[src/rtl/dbi_pkg.sv]
package dbi_pkg;
  localparam int unsigned DBI_GRP_W   = 16;
  localparam int unsigned DBI_NUM_GRP = 4;

  // Strict-majority limit on low wires for a group of the given width.
  function automatic int unsigned low_limit(input int unsigned grp_w);
    return grp_w / 2;
  endfunction
endpackage

[src/rtl/dbi_grp_enc.sv]
module dbi_grp_enc
  import dbi_pkg::*;
#(
  parameter int unsigned GRP_W = DBI_GRP_W
) (
  input  logic [GRP_W-1:0] data,
  output logic [GRP_W-1:0] wires,
  output logic             flag_n
);
  localparam int unsigned CW  = $clog2(GRP_W + 1);
  localparam int unsigned LIM = low_limit(GRP_W);

  logic [CW-1:0] ones;
  logic          flip;

  // A logical one becomes a low wire, so the ones count is the low-wire count.
  always_comb begin
    ones = '0;
    for (int i = 0; i < GRP_W; i++) begin
      ones = ones + CW'(data[i]);
    end
  end

  assign flip   = (ones > CW'(LIM));
  assign wires  = flip ? data : ~data;
  assign flag_n = ~flip;
endmodule

[src/rtl/dbi_grp_dec.sv]
module dbi_grp_dec #(
  parameter int unsigned GRP_W = 16
) (
  input  logic [GRP_W-1:0] wires,
  input  logic             flag_n,
  output logic [GRP_W-1:0] data
);
  assign data = flag_n ? ~wires : wires;
endmodule

[src/rtl/dbi_pipe_reg.sv]
module dbi_pipe_reg #(
  parameter int unsigned W      = 8,
  parameter bit          ENABLE = 1'b1
) (
  input  logic         clk,
  input  logic         rst_n,
  input  logic         in_valid,
  output logic         in_ready,
  input  logic [W-1:0] in_data,
  output logic         out_valid,
  input  logic         out_ready,
  output logic [W-1:0] out_data
);
  generate
    if (ENABLE) begin : g_reg
      logic         vld_q;
      logic [W-1:0] dat_q;

      assign in_ready  = !vld_q || out_ready;
      assign out_valid = vld_q;
      assign out_data  = dat_q;

      always_ff @(posedge clk) begin
        if (!rst_n) begin
          vld_q <= 1'b0;
        end else if (in_ready) begin
          vld_q <= in_valid;
        end
      end

      always_ff @(posedge clk) begin
        if (!rst_n) begin
          dat_q <= '0;
        end else if (in_valid && in_ready) begin
          dat_q <= in_data;
        end
      end
    end else begin : g_wire
      assign in_ready  = out_ready;
      assign out_valid = in_valid;
      assign out_data  = in_data;
    end
  endgenerate
endmodule

[src/rtl/dbi_codec.sv]
module dbi_codec
  import dbi_pkg::*;
#(
  parameter int unsigned NUM_GRP = DBI_NUM_GRP,
  parameter int unsigned GRP_W   = DBI_GRP_W,
  parameter bit          RX_REG  = 1'b1
) (
  input  logic                     clk,
  input  logic                     rst_n,
  input  logic                     tx_in_valid,
  output logic                     tx_in_ready,
  input  logic [NUM_GRP*GRP_W-1:0] tx_in_data,
  output logic                     tx_out_valid,
  input  logic                     tx_out_ready,
  output logic [NUM_GRP*GRP_W-1:0] tx_bus_wires,
  output logic [NUM_GRP-1:0]       tx_bus_flag_n,
  input  logic                     rx_in_valid,
  output logic                     rx_in_ready,
  input  logic [NUM_GRP*GRP_W-1:0] rx_bus_wires,
  input  logic [NUM_GRP-1:0]       rx_bus_flag_n,
  output logic                     rx_out_valid,
  input  logic                     rx_out_ready,
  output logic [NUM_GRP*GRP_W-1:0] rx_out_data
);
  localparam int unsigned DW  = NUM_GRP * GRP_W;
  localparam int unsigned TXW = DW + NUM_GRP;

  logic [DW-1:0]      enc_wires;
  logic [NUM_GRP-1:0] enc_flag_n;
  logic [DW-1:0]      dec_data;

  // Per-group coders; each group decides alone.
  generate
    for (genvar g = 0; g < NUM_GRP; g++) begin : g_grp
      dbi_grp_enc #(.GRP_W(GRP_W)) enc_i (
        .data   (tx_in_data[g*GRP_W +: GRP_W]),
        .wires  (enc_wires[g*GRP_W +: GRP_W]),
        .flag_n (enc_flag_n[g])
      );
      dbi_grp_dec #(.GRP_W(GRP_W)) dec_i (
        .wires  (rx_bus_wires[g*GRP_W +: GRP_W]),
        .flag_n (rx_bus_flag_n[g]),
        .data   (dec_data[g*GRP_W +: GRP_W])
      );
    end
  endgenerate

  // Transmit: coded wires and flags registered together.
  dbi_pipe_reg #(.W(TXW), .ENABLE(1'b1)) tx_stage_i (
    .clk       (clk),
    .rst_n     (rst_n),
    .in_valid  (tx_in_valid),
    .in_ready  (tx_in_ready),
    .in_data   ({enc_flag_n, enc_wires}),
    .out_valid (tx_out_valid),
    .out_ready (tx_out_ready),
    .out_data  ({tx_bus_flag_n, tx_bus_wires})
  );

  // Receive: optional register after the decoder.
  dbi_pipe_reg #(.W(DW), .ENABLE(RX_REG)) rx_stage_i (
    .clk       (clk),
    .rst_n     (rst_n),
    .in_valid  (rx_in_valid),
    .in_ready  (rx_in_ready),
    .in_data   (dec_data),
    .out_valid (rx_out_valid),
    .out_ready (rx_out_ready),
    .out_data  (rx_out_data)
  );
endmodule

[config.mk]
export PLATFORM = sky130hd
export DESIGN_NAME = dbi_codec
export DESIGN_NICKNAME = d
export VERILOG_FILES = /design/src/rtl/dbi_pkg.sv /design/src/rtl/dbi_grp_enc.sv /design/src/rtl/dbi_grp_dec.sv /design/src/rtl/dbi_pipe_reg.sv /design/src/rtl/dbi_codec.sv
export SDC_FILE = /design/constraint.sdc
export NUM_CORES = 1
export LEC_CHECK = 0
export ABC_AREA = 1
export BUFFER_PORTS_ARGS = -buffer_cell sky130_fd_sc_hd__buf_2
export CAP_MARGIN = 20
export CORE_ASPECT_RATIO = 0.9
export CORE_UTILIZATION = 40
export DETAILED_ROUTE_END_ITERATION = 12
export GPL_TIMING_DRIVEN = 0
export PLACE_DENSITY = 0.76
export REMOVE_ABC_BUFFERS = 1
export SLEW_MARGIN = 20
export SYNTH_ARGS = -nofsm -noshare
export SYNTH_HDL_FRONTEND = slang
export SYNTH_SLANG_ARGS = --single-unit
[constraint.sdc]
create_clock -name clk -period 10.64 [get_ports clk]
set_input_delay 3.192 -clock clk [delete_from_list [all_inputs] [get_ports clk]]
set_output_delay 3.192 -clock clk [all_outputs]
set_load 0.05 [all_outputs]
After elaboration in Yosys (flattened, before gate mapping)
Index checks and enable logic that the tools add are counted.
{"block": "word_totals", "register_bits": 134, "latchBits": 0, "ram_bits": 0, "mem_bits_ro": 0, "input_bits": 138, "out_inout_bits": 136, "word_cells": 94, "mem_count": 0}
{"block": "classes", "addsub": 60, "mul": 0, "div_mod_pow": 0, "order_cmp": 4, "n_eq_ne": 0, "shifts": 0, "muxes": 8, "bitwise_logic": 12, "reduce_logical": 6}
{"op": "adder 5 x 1 -> 5 bit", "n": 56}
{"op": "two-way mux 16 bit", "n": 8}
{"op": "inverter 16 bit", "n": 8}
{"op": "> comparator 5 x 4 -> 1 bit, second input constant", "n": 4}
{"op": "adder 1 x 1 -> 2 bit", "n": 4}
{"op": "inverter 1 bit", "n": 4}
{"op": "logical AND 1 bit", "n": 2}
{"op": "zero test 1 bit", "n": 2}
{"op": "logical OR 1 bit", "n": 2}

Depth between registers and ports, before layout
{"block": "depth", "word_depth": 17, "ltp_mapped": 19, "ltp_nobuf": 18}

Hierarchy
From an unflattened synthesis, not the netlist that was laid out.
{"block": "hier_totals", "hier_cells": 1600, "hier_area_um2": 10287.4}
{"module": "dbi_pipe_reg (tx_stage_i)", "n_inst": 1, "cells_per_inst": 451, "area_each_um2": 3120.5, "seq_area_each_um2": 1381.3}
{"module": "dbi_pipe_reg (rx_stage_i)", "n_inst": 1, "cells_per_inst": 424, "area_each_um2": 2930.3, "seq_area_each_um2": 1301.2}
{"module": "dbi_grp_enc (g_grp[1].enc_i ...)", "n_inst": 2, "cells_per_inst": 114, "area_each_um2": 762.0, "seq_area_each_um2": 0.0}
{"module": "dbi_grp_dec", "n_inst": 4, "cells_per_inst": 68, "area_each_um2": 316.6, "seq_area_each_um2": 0.0}
{"module": "dbi_grp_enc (g_grp[3].enc_i)", "n_inst": 1, "cells_per_inst": 114, "area_each_um2": 739.5, "seq_area_each_um2": 0.0}
{"module": "dbi_grp_enc (g_grp[0].enc_i)", "n_inst": 1, "cells_per_inst": 111, "area_each_um2": 706.9, "seq_area_each_um2": 0.0}

Least setup slack after synthesis
OpenSTA, ideal clock, no wires.
{"block": "synth_timing", "path_kind": "input -> output", "startpoint": "input tx_out_ready", "endpoint": "output tx_in_ready", "arrival_time_ns": 3.948, "required_ns": 7.448, "setup_slack_ns": 3.500, "stages": 3, "path_buffers": 1, "cell_sequence": "inv_1 > nand2_1 > clkbuf_1"}
{"block": "synth_via", "elab_chain_cells": 1}
{"item": "from (decl)", "line": "dbi_codec.sv:14", "rtl": "input logic tx_out_ready,"}
{"item": "logical OR 1 bit", "line": "dbi_pipe_reg.sv:19", "rtl": "assign in_ready = !vld_q || out_ready;"}
{"item": "to (decl)", "line": "dbi_codec.sv:11", "rtl": "output logic tx_in_ready,"}
Every way passes these cells.

Worst setup path in the final report
Ends and elaborated chain as after synthesis.

==> qor.log <==
[critical_path] required time reported for the critical path endpoint 7.45 ns
[critical_path] critical path's largest stage delay 0.48 ns
[routing] number of design-rule violations left by the first detailed-router iteration 244
[logic_synthesis] cell count after synthesis 1032
[flow_run] # Max-Cap Violations 0
[finish] Area growth syn-to-layout 23.5%
[timing] Final Hold Fails 0
[logic_synthesis] average instance area after synthesis 7.62 um^2
[clocking] maximum buffer depth of the clock tree 2
[finish] Diodes inserted 0
[place] number of port buffers 273
[routing] vias per inst 4.89
[floorplan] chip height 135 um
[timing] largest clock skew in the final design 0.0104 ns
[floorplan] count of standard-cell rows 48
[routing] routed via count 7400
[timing] number of pins exceeding their max-slew limit in the final report 0
[clocking] cts repair resizes 0
[power] Pwr Density 261 nW/um^2
[place] placer's final routability congestion estimate 0.810
[timing] Slew headroom 0.440
[clocking] Clock Root Buffer clkbuf_16
[timing] fraction of the cycle the final worst path needs 0.691
[power] total power consumption of the routed design 2.53 mW
[logic_synthesis] register area share after synthesis 0.341
[global_routing] global-route met1 utilization 0.244
[run_status] run status finished, final reports clean
[critical_path] reg2reg start tx_stage_i.out_valid$_SDFFE_PN0N_
[finish] fraction of layout instances using a drive strength above 1 0.252
[global_routing] busiest grt layer met2
[global_routing] global-route wire length before repair 32300 um
[finish] area taken by flip-flops and latches 2680 um^2
[global_routing] total global routing track utilization 0.199
[critical_path] critical path type in2out
[critical_path] launching element of the worst setup path tx_out_ready
[routing] Routed WL per cell 13.4 um
[critical_path] most prevalent standard cell on the critical path buf_2
[critical_path] nature of the critical path endpoint output port
[min_path] worst hold-check path type reg2reg
[clocking] cts hold-fix bufs 0
[routing] drc violations 0
[routing] final wirelength 20200 um
[timing] timing-limited maximum frequency 136 MHz
[critical_path] critical path cell sequence buf_2 > inv_1 > nand2_1 > buf_2
[global_routing] largest net degree at the start of global routing 130
[finish] combined area of the multi-input logic cells 4340 um^2
[clocking] number of levels the H-tree was split into 4
[global_routing] GR met3 Demand/Resource 0.0639
[global_routing] number of global-route vias before repair 6772
[timing] worst slew pin tran 0.838 ns
[power] leakage power figure 4.83 nW
[clocking] number of sinks handled by clock tree synthesis 134
[logic_synthesis] distinct cell type count after synthesis 19
[timing] Fin Setup TNS 0 ns
[routing] post-route ant nets 0
[power] largest voltage drop on the vdd net 0.000114 V
[finish] Post-Layout Inst Area 9720 um^2
[critical_path] Critical Path Source Type input port
[global_routing] met2 routing resource usage after global routing 0.330
[floorplan] core outline area 19200 um^2
[clocking] buffers inserted by post-CTS timing repair 0
[clocking] CTS buffer count 17
[critical_path] largest fanout of any net on the critical path 11
[timing] setup repair after global routing missed its margin no
[floorplan] Initial Utilization 0.409
[finish] nets@finish 1448
[global_routing] remaining global-route overflow 0
[critical_path] worst endpoint data arrival time 4.16 ns
[floorplan] full die area 20200 um^2
[logic_synthesis] Yosys warnings 0
[floorplan] IO Count 274
[clocking] clock tree from TritonCTS done
[clocking] clock latency on the worst-skew pair 0.43 ns
[logic_synthesis] total standard cell area after synthesis 7870 um^2
[finish] fill count 1866
[place] detailed placer's ending HPWL 14200 um
[logic_synthesis] count of state elements after synthesis 134
[min_path] critical hold path startpoint tx_stage_i.out_data[67]$_SDFFE_PN0P_
[timing] final setup violating endpoints 0
[clocking] Clock transition at path regs 0.06 ns
[global_routing] antenna violations before repair 0
[timing] clock period minus worst slack 7.35 ns
[place] total placed instance area 9160 um^2
[critical_path] standard cell with the maximum stage delay on the critical path nand2_1
[floorplan] floorplan die width 150 um
[routing] number of detailed-route iterations in the first pass 4
-- layer usage --
layer	share of wire	vias to the layer above	wire, um
li1	-	3749	-
met1	0.42	3384	8540
met2	0.48	244	9730
met3	0.084	23	1690
met4	0.013	0	269
met5	0	-	0
-- kinds of logic after synthesis --
family | share of synthesized area
buffers and inverters | 0.109
DFF | 0.341
adders and majority gates | 0.134
and+or+nand+nor | 0.173
AOI/OAI and AO/OA | 0.171
xor gates and xnor gates | 0.0713
-- synthesized netlist by cell type --
cell type  count  area share
a21oi_4        4      0.0083
buf_2         37       0.024
nor2_1        66       0.031
dfxtp_1      134        0.34
clkbuf_1      20      0.0095
nand2_1      177       0.084
xnor2_1       64       0.071
o21ai_1        3      0.0019
buf_6         14       0.020
nand2_4        1      0.0014
fa_1          40        0.10
inv_1        105       0.050
a21oi_1      136       0.087
nand3_2        2      0.0025
inv_2          3      0.0014
nand3_1       84       0.053
ha_1          20       0.032
o21ai_0      117       0.074
buf_4          5      0.0048
-- registers in the layout (all words and copies together), names as in the netlist --
| register | count |
|---|---|
| tx_stage_i.out_valid | 1 |
| rx_stage_i.out_data | 64 |
| tx_stage_i.out_data | 68 |
| rx_stage_i.out_valid | 1 |
-- cell usage in the layout, fill, tap and decap left out --
master	count
dfxtp_1	134
clkinv_4	2
fa_1	40
buf_6	1
ha_1	20
clkbuf_16	17
a21oi_4	4
inv_4	1
xnor2_1	64
clkbuf_1	1
inv_8	1
buf_16	2
inv_1	105
inv_6	6
nor2_1	66
nand3_2	4
o21ai_0	117
buf_2	272
a21oi_1	136
clkinvlp_4	4
nand2_8	1
nand2_1	177
inv_2	2
clkinv_2	1
nand3_1	82
o21ai_1	3
-- per-stage QoR --
step | utilization | hold WS (ns) | cells | worst slack, ns
6_report | 0.506 | 0.463 | 1513 | 3.29
5_1_grt | 0.506 | 0.489 | 1513 | 3.10
4_1_cts | 0.505 | 0.467 | 1513 | 3.05
3_5_place_dp | 0.477 | 0.456 | 1481 | 2.60
3_3_place_gp | 0.473 | 0.450 | 1479 | 2.66
2_1_floorplan | - | 0.697 | 956 | 3.26
-- area by class of cell --
cell class,instances,area share
clock buffer,18,0.0442
inverter,108,0.0420
clock inverter,14,0.0120
multi-input combinational,714,0.447
sequential,134,0.276
tap,250,0.0322
timing repair buffer,275,0.147
-- critical path, delay by kind of cell --
family | cells | cell delay, ns
buffers and inverters | 3 | 0.48
and+or+nand+nor | 1 | 0.48
-- where the power goes --
group	total, mW	internal (mW)	leakage [nW]	switching [mW]
combinational	1.32	0.369	3.46	0.947
clock	0.555	0.304	0.257	0.251
sequential	0.664	0.613	1.11	0.0510
-- final timing paths --
path	endpoint	slack [ns]	cells after the start
max	tx_in_ready	3.29	4
min reg2reg	tx_stage_i.out_data[67]$_SDFFE_PN0P_	0.46	2
max reg2reg	tx_stage_i.out_data[59]$_SDFFE_PN0P_	7.91	6
min	tx_stage_i.out_data[67]$_SDFFE_PN0P_	0.46	2
Note: power is estimated with default switching activity, not from simulation.
